===== config.mk =====
export PLATFORM = sky130hd
export DESIGN_NAME = fbc_regbank
export DESIGN_NICKNAME = d
export VERILOG_FILES = /design/src/rtl/fbc_pkg.sv /design/src/rtl/fbc_decode.sv /design/src/rtl/fbc_irq_ctrl.sv /design/src/rtl/fbc_scratch_bank.sv /design/src/rtl/fbc_regbank.sv
export SDC_FILE = /design/constraint.sdc
export NUM_CORES = 1
export LEC_CHECK = 0
export ABC_AREA = 1
export BUFFER_PORTS_ARGS = -buffer_cell sky130_fd_sc_hd__buf_2
export CAP_MARGIN = 20
export CORE_MARGIN = 2
export CORE_UTILIZATION = 45
export CTS_BUF_LIST = sky130_fd_sc_hd__clkbuf_2 sky130_fd_sc_hd__clkbuf_4 sky130_fd_sc_hd__clkbuf_8
export DETAILED_ROUTE_END_ITERATION = 7
export GPL_TIMING_DRIVEN = 0
export PLACE_DENSITY = 0.71
export SETUP_SLACK_MARGIN = 0.1
export SLEW_MARGIN = 20
export SYNTH_ARGS = -nofsm -noshare
export SYNTH_HDL_FRONTEND = slang
export SYNTH_HIERARCHICAL = 1
export SYNTH_SLANG_ARGS = --single-unit

===== constraint.sdc =====
create_clock -name clk -period 5.5 [get_ports clk]
set_clock_uncertainty 0.2 [all_clocks]
set_input_delay 1.1 -clock clk [delete_from_list [all_inputs] [get_ports clk]]
set_output_delay 1.1 -clock clk [all_outputs]
set_load 0.02 [all_outputs]

===== src/rtl/fbc_pkg.sv =====
// Package: shared constants and types for the frame buffer control register bank.
// Assumes a 32-byte byte-addressed window with the control group in its upper half.
package fbc_pkg;

    localparam int ADDR_W        = 5;
    localparam int OFF_CTRL      = 5'h10;
    localparam int OFF_STAT      = 5'h11;
    localparam int OFF_SCR_FIRST = 5'h12;
    localparam int WINDOW_BYTES  = 1 << ADDR_W;
    localparam int SCR_COUNT     = WINDOW_BYTES - OFF_SCR_FIRST;
    localparam int SCR_IDX_W     = $clog2(SCR_COUNT);
    localparam int IRQ_EN_BIT    = 7;
    localparam int PEND_BIT      = 7;

    typedef enum logic [1:0] {
        SEL_NONE = 2'd0,
        SEL_CTRL = 2'd1,
        SEL_STAT = 2'd2,
        SEL_SCR  = 2'd3
    } fbc_sel_e;

    typedef struct packed {
        fbc_sel_e             sel;
        logic [SCR_IDX_W-1:0] scr_idx;
    } fbc_dec_t;

endpackage


===== src/rtl/fbc_decode.sv =====
// Module: fbc_decode
// Maps a window offset onto a register group, plus an index into storage.
// Assumes the control, status and storage groups are contiguous and start at OFF_CTRL.
// Everything below OFF_CTRL decodes as unmapped.
module fbc_decode
    import fbc_pkg::*;
(
    input  logic [ADDR_W-1:0] addr,
    output fbc_dec_t          dec
);

    logic [ADDR_W-1:0] scr_off;

    // Offset of the access relative to the first storage byte.
    always_comb scr_off = addr - ADDR_W'(OFF_SCR_FIRST);

    // Classify the offset into a register group.
    always_comb begin
        dec.scr_idx = scr_off[SCR_IDX_W-1:0];
        if (addr == ADDR_W'(OFF_CTRL))
            dec.sel = SEL_CTRL;
        else if (addr == ADDR_W'(OFF_STAT))
            dec.sel = SEL_STAT;
        else if (addr >= ADDR_W'(OFF_SCR_FIRST))
            dec.sel = SEL_SCR;
        else
            dec.sel = SEL_NONE;
    end

endmodule


===== src/rtl/fbc_irq_ctrl.sv =====
// Module: fbc_irq_ctrl
// Holds the control byte and the sticky pending-interrupt flag.
// Assumes vsync is a single-cycle pulse synchronous to clk.
// An armed pulse takes priority over a clear on the same edge.
// A pulse is judged against the control value held before that edge.
module fbc_irq_ctrl #(
    parameter int DATA_W  = 8,
    parameter int EN_BIT  = 7
) (
    input  logic              clk,
    input  logic              rst_n,
    input  logic              ctrl_we,
    input  logic              stat_we,
    input  logic [DATA_W-1:0] wdata,
    input  logic              vsync,
    output logic [DATA_W-1:0] ctrl_q,
    output logic              pend_q
);

    logic frame_hit;

    // An end-of-frame pulse counts only while the interrupt is armed.
    always_comb frame_hit = vsync && ctrl_q[EN_BIT];

    // Control byte storage.
    always_ff @(posedge clk) begin
        if (!rst_n)
            ctrl_q <= '0;
        else if (ctrl_we)
            ctrl_q <= wdata;
    end

    // Pending flag: set by an armed pulse, cleared by any status write.
    always_ff @(posedge clk) begin
        if (!rst_n)
            pend_q <= 1'b0;
        else if (frame_hit)
            pend_q <= 1'b1;
        else if (stat_we)
            pend_q <= 1'b0;
    end

endmodule


===== src/rtl/fbc_scratch_bank.sv =====
// Module: fbc_scratch_bank
// A bank of COUNT plain byte registers with one write port and one read mux.
// Assumes idx is only meaningful when it is below COUNT; larger indices read zero.
module fbc_scratch_bank #(
    parameter int DATA_W = 8,
    parameter int COUNT  = 14,
    parameter int IDX_W  = $clog2(COUNT)
) (
    input  logic              clk,
    input  logic              rst_n,
    input  logic              we,
    input  logic [IDX_W-1:0]  idx,
    input  logic [DATA_W-1:0] wdata,
    output logic [DATA_W-1:0] rdata
);

    logic [DATA_W-1:0] bytes_q [COUNT];

    for (genvar g = 0; g < COUNT; g++) begin : g_byte
        // One storage byte, written when its index is selected.
        always_ff @(posedge clk) begin
            if (!rst_n)
                bytes_q[g] <= '0;
            else if (we && (idx == IDX_W'(g)))
                bytes_q[g] <= wdata;
        end
    end

    // Select the addressed byte, with a guard for indices past the end.
    always_comb begin
        rdata = '0;
        for (int k = 0; k < COUNT; k++)
            if (idx == IDX_W'(k))
                rdata = bytes_q[k];
    end

endmodule


===== src/rtl/fbc_regbank.sv =====
// Module: fbc_regbank (top)
// Control, status and storage register bank of a frame buffer controller.
// Assumes a single-cycle byte bus, where a read or a write is taken on each valid cycle.
// Read data is registered and held between reads.
// The lower half of the window is served elsewhere, so here it reads zero and ignores writes.
module fbc_regbank
    import fbc_pkg::*;
#(
    parameter int          DATA_W  = 8,
    parameter logic [7:0]  ID_BITS = 8'h61
) (
    input  logic              clk,
    input  logic              rst_n,
    input  logic              bus_valid,
    input  logic              bus_write,
    input  logic [4:0]        bus_addr,
    input  logic [DATA_W-1:0] bus_wdata,
    input  logic              vsync_pulse,
    output logic [DATA_W-1:0] rd_data,
    output logic              irq
);

    fbc_dec_t          dec;
    logic              wr_en;
    logic              rd_en;
    logic              ctrl_we;
    logic              stat_we;
    logic              scr_we;
    logic [DATA_W-1:0] ctrl_byte;
    logic              pending;
    logic [DATA_W-1:0] scr_rdata;
    logic [DATA_W-1:0] rd_next;

    fbc_decode i_decode (
        .addr (bus_addr),
        .dec  (dec)
    );

    // Qualify bus direction and steer write strobes by group.
    always_comb begin
        wr_en   = bus_valid && bus_write;
        rd_en   = bus_valid && !bus_write;
        ctrl_we = wr_en && (dec.sel == SEL_CTRL);
        stat_we = wr_en && (dec.sel == SEL_STAT);
        scr_we  = wr_en && (dec.sel == SEL_SCR);
    end

    fbc_irq_ctrl #(
        .DATA_W (DATA_W),
        .EN_BIT (IRQ_EN_BIT)
    ) i_irq_ctrl (
        .clk     (clk),
        .rst_n   (rst_n),
        .ctrl_we (ctrl_we),
        .stat_we (stat_we),
        .wdata   (bus_wdata),
        .vsync   (vsync_pulse),
        .ctrl_q  (ctrl_byte),
        .pend_q  (pending)
    );

    fbc_scratch_bank #(
        .DATA_W (DATA_W),
        .COUNT  (SCR_COUNT),
        .IDX_W  (SCR_IDX_W)
    ) i_scratch (
        .clk   (clk),
        .rst_n (rst_n),
        .we    (scr_we),
        .idx   (dec.scr_idx),
        .wdata (bus_wdata),
        .rdata (scr_rdata)
    );

    // Assemble the value that a read of the current offset returns.
    always_comb begin
        rd_next = '0;
        case (dec.sel)
            SEL_CTRL: rd_next = ctrl_byte;
            SEL_STAT: begin
                rd_next           = DATA_W'(ID_BITS);
                rd_next[PEND_BIT] = rd_next[PEND_BIT] | pending;
            end
            SEL_SCR:  rd_next = scr_rdata;
            default:  rd_next = '0;
        endcase
    end

    // Capture read data on an accepted read and hold it otherwise.
    always_ff @(posedge clk) begin
        if (!rst_n)
            rd_data <= '0;
        else if (rd_en)
            rd_data <= rd_next;
    end

    // The interrupt line is the registered pending flag itself.
    always_comb irq = pending;

endmodule


==> metrics list <==
- The flow ran to the end, and the final reports show no timing, DRC or antenna violations.
- Setup violations remaining at the end of the flow were counted as 0.
- Drt pass-1 iters: 7
- No sink is reached through more buffers than the 2 on the longest clock path.
* Startpoint Class: input pin
- Post-layout instance count excluding filler cells: 885
* Number of instances in the synthesized netlist: 651
- The later pin in the worst-skew pair is clocked with a latency of 0.45 ns.
* Clock buffer count from CTS: 17
- FF+latch count, synth: 129
- Source of the critical timing path: bus_addr[1]
* Area of the die: 0.0144 sq mm
* Clock tree from TritonCTS: built
* Worst supply voltage drop on vdd: 0.163 mV
- When the netlist entered floorplanning its net count stood at 670.
* Total routing resource utilization after global routing: 22.5%
* Final Critical Period: 4.64 ns
- Fraction of post-synthesis cell area in the top cell type by area: 55.6%
- 27 I/O pins were placed.
- The number of global-route vias before repair is 4425.
* Final Cycle Share: 84.3%
- RSZ-0062 raised after global routing: false
- In this run the most critical hold path is launched from i_irq_ctrl/ctrl_q[7]$_SDFFE_PN0P_.
* Number of synthesized flops with an enable pin: 112
- Final count of hold timing violations: 0
* Number of antenna violations at the first check in global routing: 0
- Post-CTS repair timing setup buffer count: 0
- Share of cells above drive strength 1: 15.5%
- The root buffer cell chosen for the clock tree is sky130_fd_sc_hd__clkbuf_8.
* Antenna diode count: 0
* Most area-consuming cells after synthesis: sky130_fd_sc_hd__edfxtp_1, sky130_fd_sc_hd__nor2_1, sky130_fd_sc_hd__nand2_1, sky130_fd_sc_hd__dfxtp_1, sky130_fd_sc_hd__nand3_1
- TNS Setup: 0 ns
- Dividing the detail-routed wire length by the instance count gives 17.3 microns.
* Worst slew margin: 25.7%
* Global-route wire length before repair: 23.9 mm
- Hold-fix buffer count after cts: 0
* TritonCTS sink count: 129
- Counting cells, the worst reg-to-reg path comes to 12.
* Number of design rule violations left after detail routing: 0
* Most repeated cell in the gate-level netlist after synthesis: sky130_fd_sc_hd__nor2_1
- For this design the ratio of total power to cell area is 333 mW/mm^2.
- In this run the tool buffered the top-level ports with 26 buffer cells.
- Weighted congestion at the end of routability-driven global placement: 0.889
- Share of async-settable or async-resettable flops after synthesis: 0%
* Number of placed cells counting well taps: 853
- Hold timing on the final database bottoms out at a slack of 0.302 ns.
- Depth of the critical timing path with buffers and inverters included: 14
* Most instantiated flip-flop cell in the synthesis netlist: sky130_fd_sc_hd__edfxtp_1
- Library cell contributing the largest single delay on the critical path: sky130_fd_sc_hd__o21ai_0
- The net count of the finished layout is 715.
- For this run, the number of Yosys warnings is 6.
- Area Growth Syn to Fin: 13.6%
- For this run, the share of the core covered by cells in the final layout is 52.1%.
* Number of cells on the worst hold path: 2
- Largest fanout on the critical path: 10
- The H-tree generated during clock tree synthesis spans 4 levels.
- Fmax achieved: 216 MHz
- Kind of cell with the highest combined delay on the critical path: buffers and inverters
- Critical path's largest stage delay: 0.94 ns
- The number of gates resized after CTS was 0.
- For this design the static power due to leakage is 2.72 nW.
- Number of maximum-capacitance violations: 0
- Die Ht: 120 microns
* Number of nets with antenna violations after routing: 0
- The die is 120 microns wide.
- Number of core rows: 42
* Sequential-to-total area share from yosys stat: 61.2%
- Syn avg cell area: 9.30 sq um
- Filler Cells Inserted: 1163
- Via-to-Cell Ratio: 5.35
* Clock edge transition at the registers on the reported setup and hold paths: 0.09 ns
- Traced cell by cell, the critical path runs through buf_2 -> inv_1 -> ha_1 -> inv_1 -> nor2_1 -> nand2_1 -> nand2_1 -> a21oi_2 -> buf_6 -> nand2_1 -> nor2_1 -> buf_1 -> inv_1 -> o21ai_0.
- The critical path is of the in -> reg type.
- The initial utilization of the core area, before any placement, comes to 45.9%.
- Final number of max-transition violations: 0
- In this run, the number of DRC markers left after iteration 0 of detailed routing was 648.
- Distinct cells, synth: 29
* Kind of path behind the tightest hold check: reg -> reg
- For the worst setup path, the data required time is 5.38 ns.
- Of all cell types, the one taking the most synthesized area is sky130_fd_sc_hd__edfxtp_1.
- Wire length after detailed routing: 15.3 mm
- Count of buffering cells on the critical path with inverters included: 6
- Top cells by count, synth: sky130_fd_sc_hd__nor2_1, sky130_fd_sc_hd__nand2_1, sky130_fd_sc_hd__edfxtp_1
* Data arrival time of the critical path: 4.52 ns
* Total number of vias: 4735
* Final global-route overflow total: 0
* Core outline area: 0.0132 sq mm
- Beginning of the worst register-to-register path: i_scratch/bytes_q[0][6]$_SDFFCE_PN0P_
- After legalization and detailed placement, the total HPWL measured 10.7 mm.
- Pin count of the biggest net entering global routing: 17
- The worst setup path is captured at a flip-flop.
- In this run the cell area of the synthesized design comes to 0.00605 sq mm.
- Slew at the pin closest to its max-slew limit: 1.10 ns
[worst paths after layout]
check	to	slack, ns
setup reg to reg	rd_data[6]$_SDFFE_PN0P_	3.45
hold / removal	i_irq_ctrl/pend_q$_SDFFE_PN0P_	0.30
hold reg to reg	i_irq_ctrl/pend_q$_SDFFE_PN0P_	0.30
setup / recovery	i_scratch/bytes_q[0][54]$_SDFFCE_PN0P_	0.86
[kinds of logic (layout without fill, tap and decap cells)]
family                   Yosys count  count (layout)  share of synthesized area (%)
AO/OA/AOI/OAI                     32              32                           2.71
XOR/XNOR                           1               1                          0.145
buffers and inverters             83             141                           5.64
flip-flops                       129             129                           61.2
adder cells (fa/ha/maj)            1               1                          0.207
AND/OR/NAND/NOR                  405             405                           30.1
[sequential cells by signal, summed over array words and instances (netlist names)]
name               flops
rd_data                8
i_irq_ctrl/pend_q      1
i_irq_ctrl/ctrl_q      8
i_scratch/bytes_q    112
[metal layers]
metal	vias up	GRT usage, %	routed length (microns)
met2	249	35.2	7270
li1	2237	-	-
met3	28	5.18	1430
met1	2221	30.3	6230
met5	-	0	0
met4	0	8.90	393
[cell type report]
type | instances | area, sq um | area share, %
Clock inverter | 12 | 208 | 3.02
Multi-Input combinational cell | 439 | 2010 | 29.2
Tap cell | 176 | 220 | 3.20
Clock buffer | 20 | 263 | 3.82
Buffer | 20 | 105 | 1.53
Timing Repair Buffer | 26 | 130 | 1.89
Sequential cell | 129 | 3700 | 53.9
Inverter | 63 | 236 | 3.44
[power by group]
group          total [mW]  internal, mW  leakage, nW  switching (mW)
Clock               0.948         0.566        0.234           0.382
Combinational       0.214        0.0533         1.28           0.161
Sequential           1.13          1.11         1.20          0.0163
[cells in the final DEF, fill, tap and decap left out, types with 2 or more instances in the layout]
master / n
sky130_fd_sc_hd__nor2_2: 8
sky130_fd_sc_hd__o21ai_1: 4
sky130_fd_sc_hd__or2_1: 3
sky130_fd_sc_hd__buf_6: 2
sky130_fd_sc_hd__buf_4: 3
sky130_fd_sc_hd__bufinv_16: 5
sky130_fd_sc_hd__nand2_2: 3
sky130_fd_sc_hd__buf_1: 2
sky130_fd_sc_hd__nor2_1: 172
sky130_fd_sc_hd__dfxtp_1: 17
sky130_fd_sc_hd__nand4_1: 21
sky130_fd_sc_hd__o21ai_0: 18
sky130_fd_sc_hd__inv_1: 47
sky130_fd_sc_hd__clkbuf_8: 18
sky130_fd_sc_hd__clkbuf_1: 10
sky130_fd_sc_hd__a21oi_1: 9
sky130_fd_sc_hd__nor3_1: 2
sky130_fd_sc_hd__clkinv_4: 4
sky130_fd_sc_hd__or2_0: 5
sky130_fd_sc_hd__inv_2: 15
sky130_fd_sc_hd__clkinv_1: 2
sky130_fd_sc_hd__nor2_4: 10
sky130_fd_sc_hd__or2_2: 2
sky130_fd_sc_hd__edfxtp_1: 112
sky130_fd_sc_hd__nand3_2: 4
sky130_fd_sc_hd__nand2_1: 118
sky130_fd_sc_hd__buf_2: 29
sky130_fd_sc_hd__nand3_1: 55
sky130_fd_sc_hd__clkbuf_4: 2
[worst register-to-register path, delay by kind of cell, from the launching register on]
kind | cells | cell delay (ns)
AND/OR/NAND/NOR | 10 | 1.16
flip-flops | 1 | 0.37
AO/OA/AOI/OAI | 1 | 0.19
buffers and inverters | 1 | 0.04
[through the flow]
stage                     power, mW  cell area [sq um]  setup slack, ns
after floorplan                1.28               6050             1.58
after global placement         1.35               6400            0.426
after detailed placement       1.35               6400            0.397
after CTS                      2.29               6870            0.859
after global routing           2.36               6870            0.658
final                          2.29               6870            0.863
Power figures use the tool's default switching activity.
